$ cat src/rtl/sdr_req_pkg.sv
package sdr_req_pkg;
  localparam int BANK_W = 2;
  localparam int ROW_W  = 12;
  localparam int COL_W  = 12;
  localparam int MIN_CB = 8;
  localparam int NSEL   = 4;

  // left shift applied to address and length for a width code
  function automatic int unsigned scale_shift(input logic [1:0] wsel);
    case (wsel)
      2'b01:   return 1;
      2'b10:   return 2;
      default: return 0;
    endcase
  endfunction

  // number of column bits in a page for a column setting
  function automatic int unsigned col_bits(input logic [1:0] csel);
    return MIN_CB + int'(csel);
  endfunction
endpackage

$ cat src/rtl/sdr_req_scale.sv
module sdr_req_scale
  import sdr_req_pkg::*;
#(
  parameter int AW = 26,
  parameter int LW = 8
) (
  input  logic [AW-1:0] app_addr,
  input  logic [LW-1:0] app_len,
  input  logic [1:0]    width_sel,
  output logic [AW+1:0] int_addr,
  output logic [LW+1:0] int_len
);
  logic [AW+1:0] addr_ext;
  logic [LW+1:0] len_ext;

  assign addr_ext = {2'b00, app_addr};
  assign len_ext  = {2'b00, app_len};
  assign int_addr = addr_ext << scale_shift(width_sel);
  assign int_len  = len_ext << scale_shift(width_sel);
endmodule

$ cat src/rtl/sdr_page_split.sv
module sdr_page_split
  import sdr_req_pkg::*;
#(
  parameter int IAW = 28,
  parameter int ILW = 10
) (
  input  logic [IAW-1:0] base_addr,
  input  logic [ILW-1:0] base_len,
  input  logic           wrap,
  input  logic [1:0]     col_sel,
  output logic           crosses,
  output logic [ILW-1:0] len_a,
  output logic [IAW-1:0] addr_b,
  output logic [ILW-1:0] len_b
);
  logic [IAW-1:0] page_sz;
  logic [IAW-1:0] col_off;
  logic [IAW-1:0] room;
  logic [IAW-1:0] len_wide;

  assign page_sz  = IAW'(1) << col_bits(col_sel);
  assign col_off  = base_addr & (page_sz - IAW'(1));
  assign room     = page_sz - col_off;
  assign len_wide = IAW'(base_len);
  assign crosses  = !wrap && (len_wide > room);
  assign len_a    = crosses ? ILW'(room) : base_len;
  assign addr_b   = base_addr + room;
  assign len_b    = base_len - ILW'(room);
endmodule

$ cat src/rtl/sdr_addr_decode.sv
module sdr_addr_decode
  import sdr_req_pkg::*;
#(
  parameter int IAW = 28
) (
  input  logic [IAW-1:0]    addr,
  input  logic [1:0]        col_sel,
  output logic [BANK_W-1:0] bank,
  output logic [ROW_W-1:0]  row,
  output logic [COL_W-1:0]  col
);
  logic [BANK_W-1:0] bank_c [NSEL];
  logic [ROW_W-1:0]  row_c  [NSEL];
  logic [COL_W-1:0]  col_c  [NSEL];

  for (genvar g = 0; g < NSEL; g++) begin : g_sel
    localparam int CB = MIN_CB + g;
    assign col_c[g]  = COL_W'(addr[CB-1:0]);
    assign bank_c[g] = addr[CB+BANK_W-1:CB];
    assign row_c[g]  = addr[CB+BANK_W+ROW_W-1:CB+BANK_W];
  end

  assign bank = bank_c[col_sel];
  assign row  = row_c[col_sel];
  assign col  = col_c[col_sel];
endmodule

$ cat src/rtl/sdr_req_split.sv
module sdr_req_split
  import sdr_req_pkg::*;
#(
  parameter int APP_AW = 26,
  parameter int LEN_W  = 8,
  parameter int ID_W   = 4
) (
  input  logic                clk,
  input  logic                rst_n,
  input  logic [1:0]          cfg_width,
  input  logic [1:0]          cfg_colsel,
  input  logic                app_valid,
  input  logic [APP_AW-1:0]   app_addr,
  input  logic [LEN_W-1:0]    app_len,
  input  logic                app_wrap,
  input  logic                app_write,
  input  logic [ID_W-1:0]     app_id,
  output logic                app_ack,
  output logic                bk_valid,
  input  logic                bk_ack,
  output logic [1:0]          bk_bank,
  output logic [11:0]         bk_row,
  output logic [11:0]         bk_col,
  output logic [LEN_W+1:0]    bk_len,
  output logic                bk_write,
  output logic                bk_wrap,
  output logic [ID_W-1:0]     bk_id,
  output logic                bk_first,
  output logic                bk_last
);
  localparam int IAW = APP_AW + 2;
  localparam int ILW = LEN_W + 2;

  // scaled request and split results
  logic [IAW-1:0] s_addr;
  logic [ILW-1:0] s_len;
  logic           s_cross;
  logic [ILW-1:0] s_len_a;
  logic [IAW-1:0] s_addr_b;
  logic [ILW-1:0] s_len_b;

  // held state
  logic [IAW-1:0] cur_addr, nxt_addr;
  logic [ILW-1:0] cur_len, nxt_len;
  logic           pend_b;

  // named events
  logic take_req;
  logic hand_off;
  logic advance;

  sdr_req_scale #(.AW(APP_AW), .LW(LEN_W)) u_scale (
    .app_addr (app_addr),
    .app_len  (app_len),
    .width_sel(cfg_width),
    .int_addr (s_addr),
    .int_len  (s_len)
  );

  sdr_page_split #(.IAW(IAW), .ILW(ILW)) u_split (
    .base_addr(s_addr),
    .base_len (s_len),
    .wrap     (app_wrap),
    .col_sel  (cfg_colsel),
    .crosses  (s_cross),
    .len_a    (s_len_a),
    .addr_b   (s_addr_b),
    .len_b    (s_len_b)
  );

  sdr_addr_decode #(.IAW(IAW)) u_dec (
    .addr   (cur_addr),
    .col_sel(cfg_colsel),
    .bank   (bk_bank),
    .row    (bk_row),
    .col    (bk_col)
  );

  assign take_req = app_valid && !bk_valid;
  assign hand_off = bk_valid && bk_ack;
  assign advance  = hand_off && pend_b;
  assign app_ack  = hand_off && !pend_b;
  assign bk_last  = !pend_b;
  assign bk_len   = cur_len;

  always_ff @(posedge clk or negedge rst_n) begin
    if (!rst_n) begin
      bk_valid <= 1'b0;
      pend_b   <= 1'b0;
      bk_first <= 1'b0;
      cur_addr <= '0;
      cur_len  <= '0;
      nxt_addr <= '0;
      nxt_len  <= '0;
      bk_write <= 1'b0;
      bk_wrap  <= 1'b0;
      bk_id    <= '0;
    end else if (take_req) begin
      bk_valid <= 1'b1;
      bk_first <= 1'b1;
      pend_b   <= s_cross;
      cur_addr <= s_addr;
      cur_len  <= s_len_a;
      nxt_addr <= s_addr_b;
      nxt_len  <= s_len_b;
      bk_write <= app_write;
      bk_wrap  <= app_wrap;
      bk_id    <= app_id;
    end else if (advance) begin
      bk_first <= 1'b0;
      pend_b   <= 1'b0;
      cur_addr <= nxt_addr;
      cur_len  <= nxt_len;
    end else if (hand_off) begin
      bk_valid <= 1'b0;
    end
  end

  // checks
  logic [IAW-1:0] page_now;
  assign page_now = IAW'(1) << col_bits(cfg_colsel);


  hold_stable_chk: assert property (@(posedge clk) disable iff (!rst_n)
    bk_valid && !bk_ack |=> bk_valid && $stable(bk_col) && $stable(bk_row)
      && $stable(bk_bank) && $stable(bk_len) && $stable(bk_id) && $stable(bk_last));


  second_piece_chk: assert property (@(posedge clk) disable iff (!rst_n)
    bk_valid && bk_ack && !bk_last |=> bk_valid && !bk_first && bk_last && (bk_col == '0));


  wrap_single_chk: assert property (@(posedge clk) disable iff (!rst_n)
    bk_valid && bk_wrap |-> bk_first && bk_last);


  page_fit_chk: assert property (@(posedge clk) disable iff (!rst_n)
    bk_valid && !bk_wrap |-> (IAW'(bk_col) + IAW'(bk_len)) <= page_now);


  col_ext_chk: assert property (@(posedge clk) disable iff (!rst_n)
    bk_valid |-> (IAW'(bk_col) >> col_bits(cfg_colsel)) == '0);


  ack_done_chk: assert property (@(posedge clk) disable iff (!rst_n)
    app_ack |=> !bk_valid);
endmodule

$ cat config.mk
export PLATFORM = sky130hd
export DESIGN_NAME = sdr_req_split
export DESIGN_NICKNAME = d
export VERILOG_FILES = /design/src/rtl/sdr_req_pkg.sv /design/src/rtl/sdr_req_scale.sv /design/src/rtl/sdr_page_split.sv /design/src/rtl/sdr_addr_decode.sv /design/src/rtl/sdr_req_split.sv
export SDC_FILE = /design/constraint.sdc
export NUM_CORES = 1
export LEC_CHECK = 0
export BUFFER_PORTS_ARGS = -buffer_cell sky130_fd_sc_hd__buf_2
export CAP_MARGIN = 0
export CORE_UTILIZATION = 40
export CTS_CLUSTER_SIZE = 14
export DETAILED_ROUTE_END_ITERATION = 10
export GPL_TIMING_DRIVEN = 0
export SYNTH_ARGS = -nofsm -noshare
export SYNTH_HDL_FRONTEND = slang
export SYNTH_SLANG_ARGS = --single-unit
$ cat constraint.sdc
create_clock -name clk -period 4.15 [get_ports clk]
set_clock_uncertainty 0.2 [all_clocks]
set_input_delay 0.2075 -clock clk [delete_from_list [all_inputs] [get_ports clk]]
set_output_delay 0.2075 -clock clk [all_outputs]
set_load 0.1 [all_outputs]
==> out/results.txt <==
# setup viols final = 17
Reg clk slew, reported paths = 0.06 ns
Ys Warns = 0
Initial DRC Count = 455
Part of the power in registers = 0.243
CP max FO = 10
Post-Syn Area = 7258 um^2
Clock root cell = clkbuf_16
Maximum root-to-sink buffer count = 2
Fin crit share = 1.045
Chip width = 136.7 um
Clock Power Share = 0.184
Sink Count = 77
Power density over the cells = 499.0 nW/um^2
Post-synth top area share = 0.2655
Failing checks = setup timing
Final hold vios = 0
Gpl congestion = 0.9341
Comb power frac = 0.573
Main flop type after synthesis = dfrtp_1
Max-cap viol count = 0
Max_slew headroom = 0.3344
Number of enable flip-flop cells after synthesis = 0
Synth unique cells = 84
Row cnt = 48
Total power = 4.838 mW
Synth area leaders = dfrtp_1 (27%), mux2i_1 (7.2%), ha_1 (6.7%)
FF+latch count, synth = 77
RSZ-0062 raised after global routing = true
Register area share after synthesis = 0.2655
Peak supply drop = 614.1 uV
Commonest non-fill, non-tap cell in the layout = nand2_1
Total number of vias = 7095
Final worst path period need = 4.338 ns
Switching pwr = 2.315 mW
Number of vias per cell = 5.713
Pin count of the biggest net entering global routing = 71
Drt wl/cell = 19.00 um
CP Data Required Time = 4.14 ns
Buffers on Ports = 89
Worst Setup Start Kind = input pin
P&R area growth vs syn = 33.58%
Critical path's top delay family = compound AO/OA/AOI/OAI gates
Crit path cell chain = buf_12, buf_12, buf_8, buf_12, mux2i_4, nor2_4, a31oi_4, ha_4, nor2b_4, a22o_1, a21boi_4, nand4b_4, o31a_1, buf_4, nor3_4, buf_6, a31oi_1, ha_2, and2_1, nand3_1, a2111oi_4, o31a_1, o31ai_2
Post-Synthesis Cells = 843
Residual DRC = 0
Max-slew violations = 0
Commonest cells after routing, fill and taps aside = nand2_1 (119), buf_2 (90), dfrtp_1 (77)
Htree depth = 3
Die ar. = 18690 um^2
Max Freq = 0.2305 GHz
Cell taking the most area after synthesis = dfrtp_1
Syn_nets = 931
Congestion Overflow GR = 0
WP data arrival = 4.33 ns
Crit-path max cell delay = 0.43 ns
CP Capture Type = flip-flop
Hold crit path type = input pin to flip-flop
Outcome = finished, violations left
First-pass DRT Iterations = 5
Initial antenna violation count = 0
Vias in the first global route = 6501
First-pass GRT wire length = 35980 um
Final wirelength = 23590 um
Final nets = 1100
Die Ht = 136.7 um
Core area = 17540 um^2
Clk_lat worst skew = 0.34 ns
Leakage power = 4.480 nW
Final worst slack = -0.1876 ns
Synth Area per Inst = 8.610 um^2
Ant diodes = 0
Fill count = 1611
I/O Pins = 94
Total negative setup slack = -1.892 ns
CP max-delay cell = a2111oi_4
Internal power = 2.523 mW
Slew @ Worst Pin = 0.9707 ns
DP HPWL = 17730 um
Post-synth ARST share = 1.000
TritonCTS clock tree = yes
CP Class = input pin to flip-flop
CP Buf/Inv Count = 6
Layout cells sized above 1 = 0.3382
Cell mode on critical path = buf_12
Net Sw Frac = 0.4785
Initial core utilization = 0.4139
Antenna Nets Post-Route = 0
Place WS = -2.213 ns
Gr usage total = 0.2548
CTS buffer count = 9
logic make-up after synthesis:
family / Yosys count / share of synthesized area
fa+ha+maj: 40 / 0.06999
xor+xnor: 40 / 0.04930
mux: 82 / 0.1414
simple gates: 282 / 0.1951
other cells: 1 / 0.0005167
flops: 77 / 0.2655
compound gates: 231 / 0.2184
buf+inv: 90 / 0.05982
final cells by class:
| type | instances | area, um^2 | share of cell area |
|---|---|---|---|
| multi-input combinational | 676 | 5575 | 0.5750 |
| sequential | 77 | 1927 | 0.1987 |
| tap | 225 | 281.5 | 0.02904 |
| inverter | 32 | 120.1 | 0.01239 |
| clock buffer | 10 | 229.0 | 0.02362 |
| buffer | 51 | 381.6 | 0.03936 |
| timing repair buffer | 165 | 1070 | 0.1103 |
| clock inverter | 6 | 111.4 | 0.01149 |
stage by stage:
stage	std cells	instance area, um^2	hold slack (ns)	util
finish	1242	9696	0.01166	0.5529
global route	1242	9696	0.02027	0.5529
CTS	1222	9351	0.002409	0.5332
detailed placement	1158	8233	-0.1539	0.4695
global placement	1157	8203	0.2084	0.4678
floorplan	843	7476	-0.2881	-
tightest hold or removal path: stages:
cell and delay (ns):
buf_2 0.09, and3_1 0.16, nor2_1 0.05
power by group through the flow:
stage	registers, mW	logic [mW]	clock network [mW]
final	1.18	2.77	0.890
after global routing	1.21	2.94	0.936
after CTS	1.18	2.63	0.904
after detailed placement	1.19	2.43	0
after global placement	1.18	2.41	0
after floorplan	1.42	1.68	0
flip-flops by register name (all words and copies together), names as in the netlist:
register	flops
bk_write	1
bk_len	10
bk_valid	1
nxt_addr	23
bk_id	4
cur_addr	25
nxt_len	10
bk_first	1
pend_b	1
bk_wrap	1
metal layers:
layer	share of wire	global-route usage	wire length, um
met2	0.44	0.3864	10430
met5	0	0	0
met1	0.49	0.3832	11450
met3	0.060	0.02593	1409
met4	0.013	0.06296	301
cell usage after synthesis, types with 7 or more instances:
master      n
a21o_1     21
a21oi_1    39
and3_1     10
buf_1       9
buf_4      12
clkbuf_1   26
dfrtp_1    77
ha_1       39
inv_1      30
mux2_2     13
mux2i_1    52
mux4_2     14
nand2_1   123
nand2b_1   10
nand3_1    20
nand4_1    11
nor2_1     38
nor2b_1     8
nor3_1     15
nor3b_1     7
o211ai_1    7
o21ai_0    76
o31ai_2     8
xnor2_1    24
xor2_1     15
final timing paths:
check	startpoint	end	slack [ns]	depth (start not counted)
worst min-delay path	bk_ack	bk_valid	0.01	3
worst max register to register	pend_b	bk_len[6]	1.51	6
worst min register to register	bk_id[3]	bk_id[3]	0.27	2
min in group asynchronous	rst_n	bk_len[3]	0.05	2
worst max-delay path	cfg_width[0]	nxt_addr[24]	-0.19	23
max in group asynchronous	rst_n	nxt_addr[17]	3.13	3
what timing repair did:
item                                    4_1_cts  5_1_grt
hold buffers                                  8        0
pin swaps                                    24       45
gates cloned                                  1        0
endpoints found under the hold margin        84        0
buffers inserted                             43       26
gates resized for setup                      72       45
endpoints found under the setup margin       31       25
Note: power is estimated with default switching activity, not from simulation.
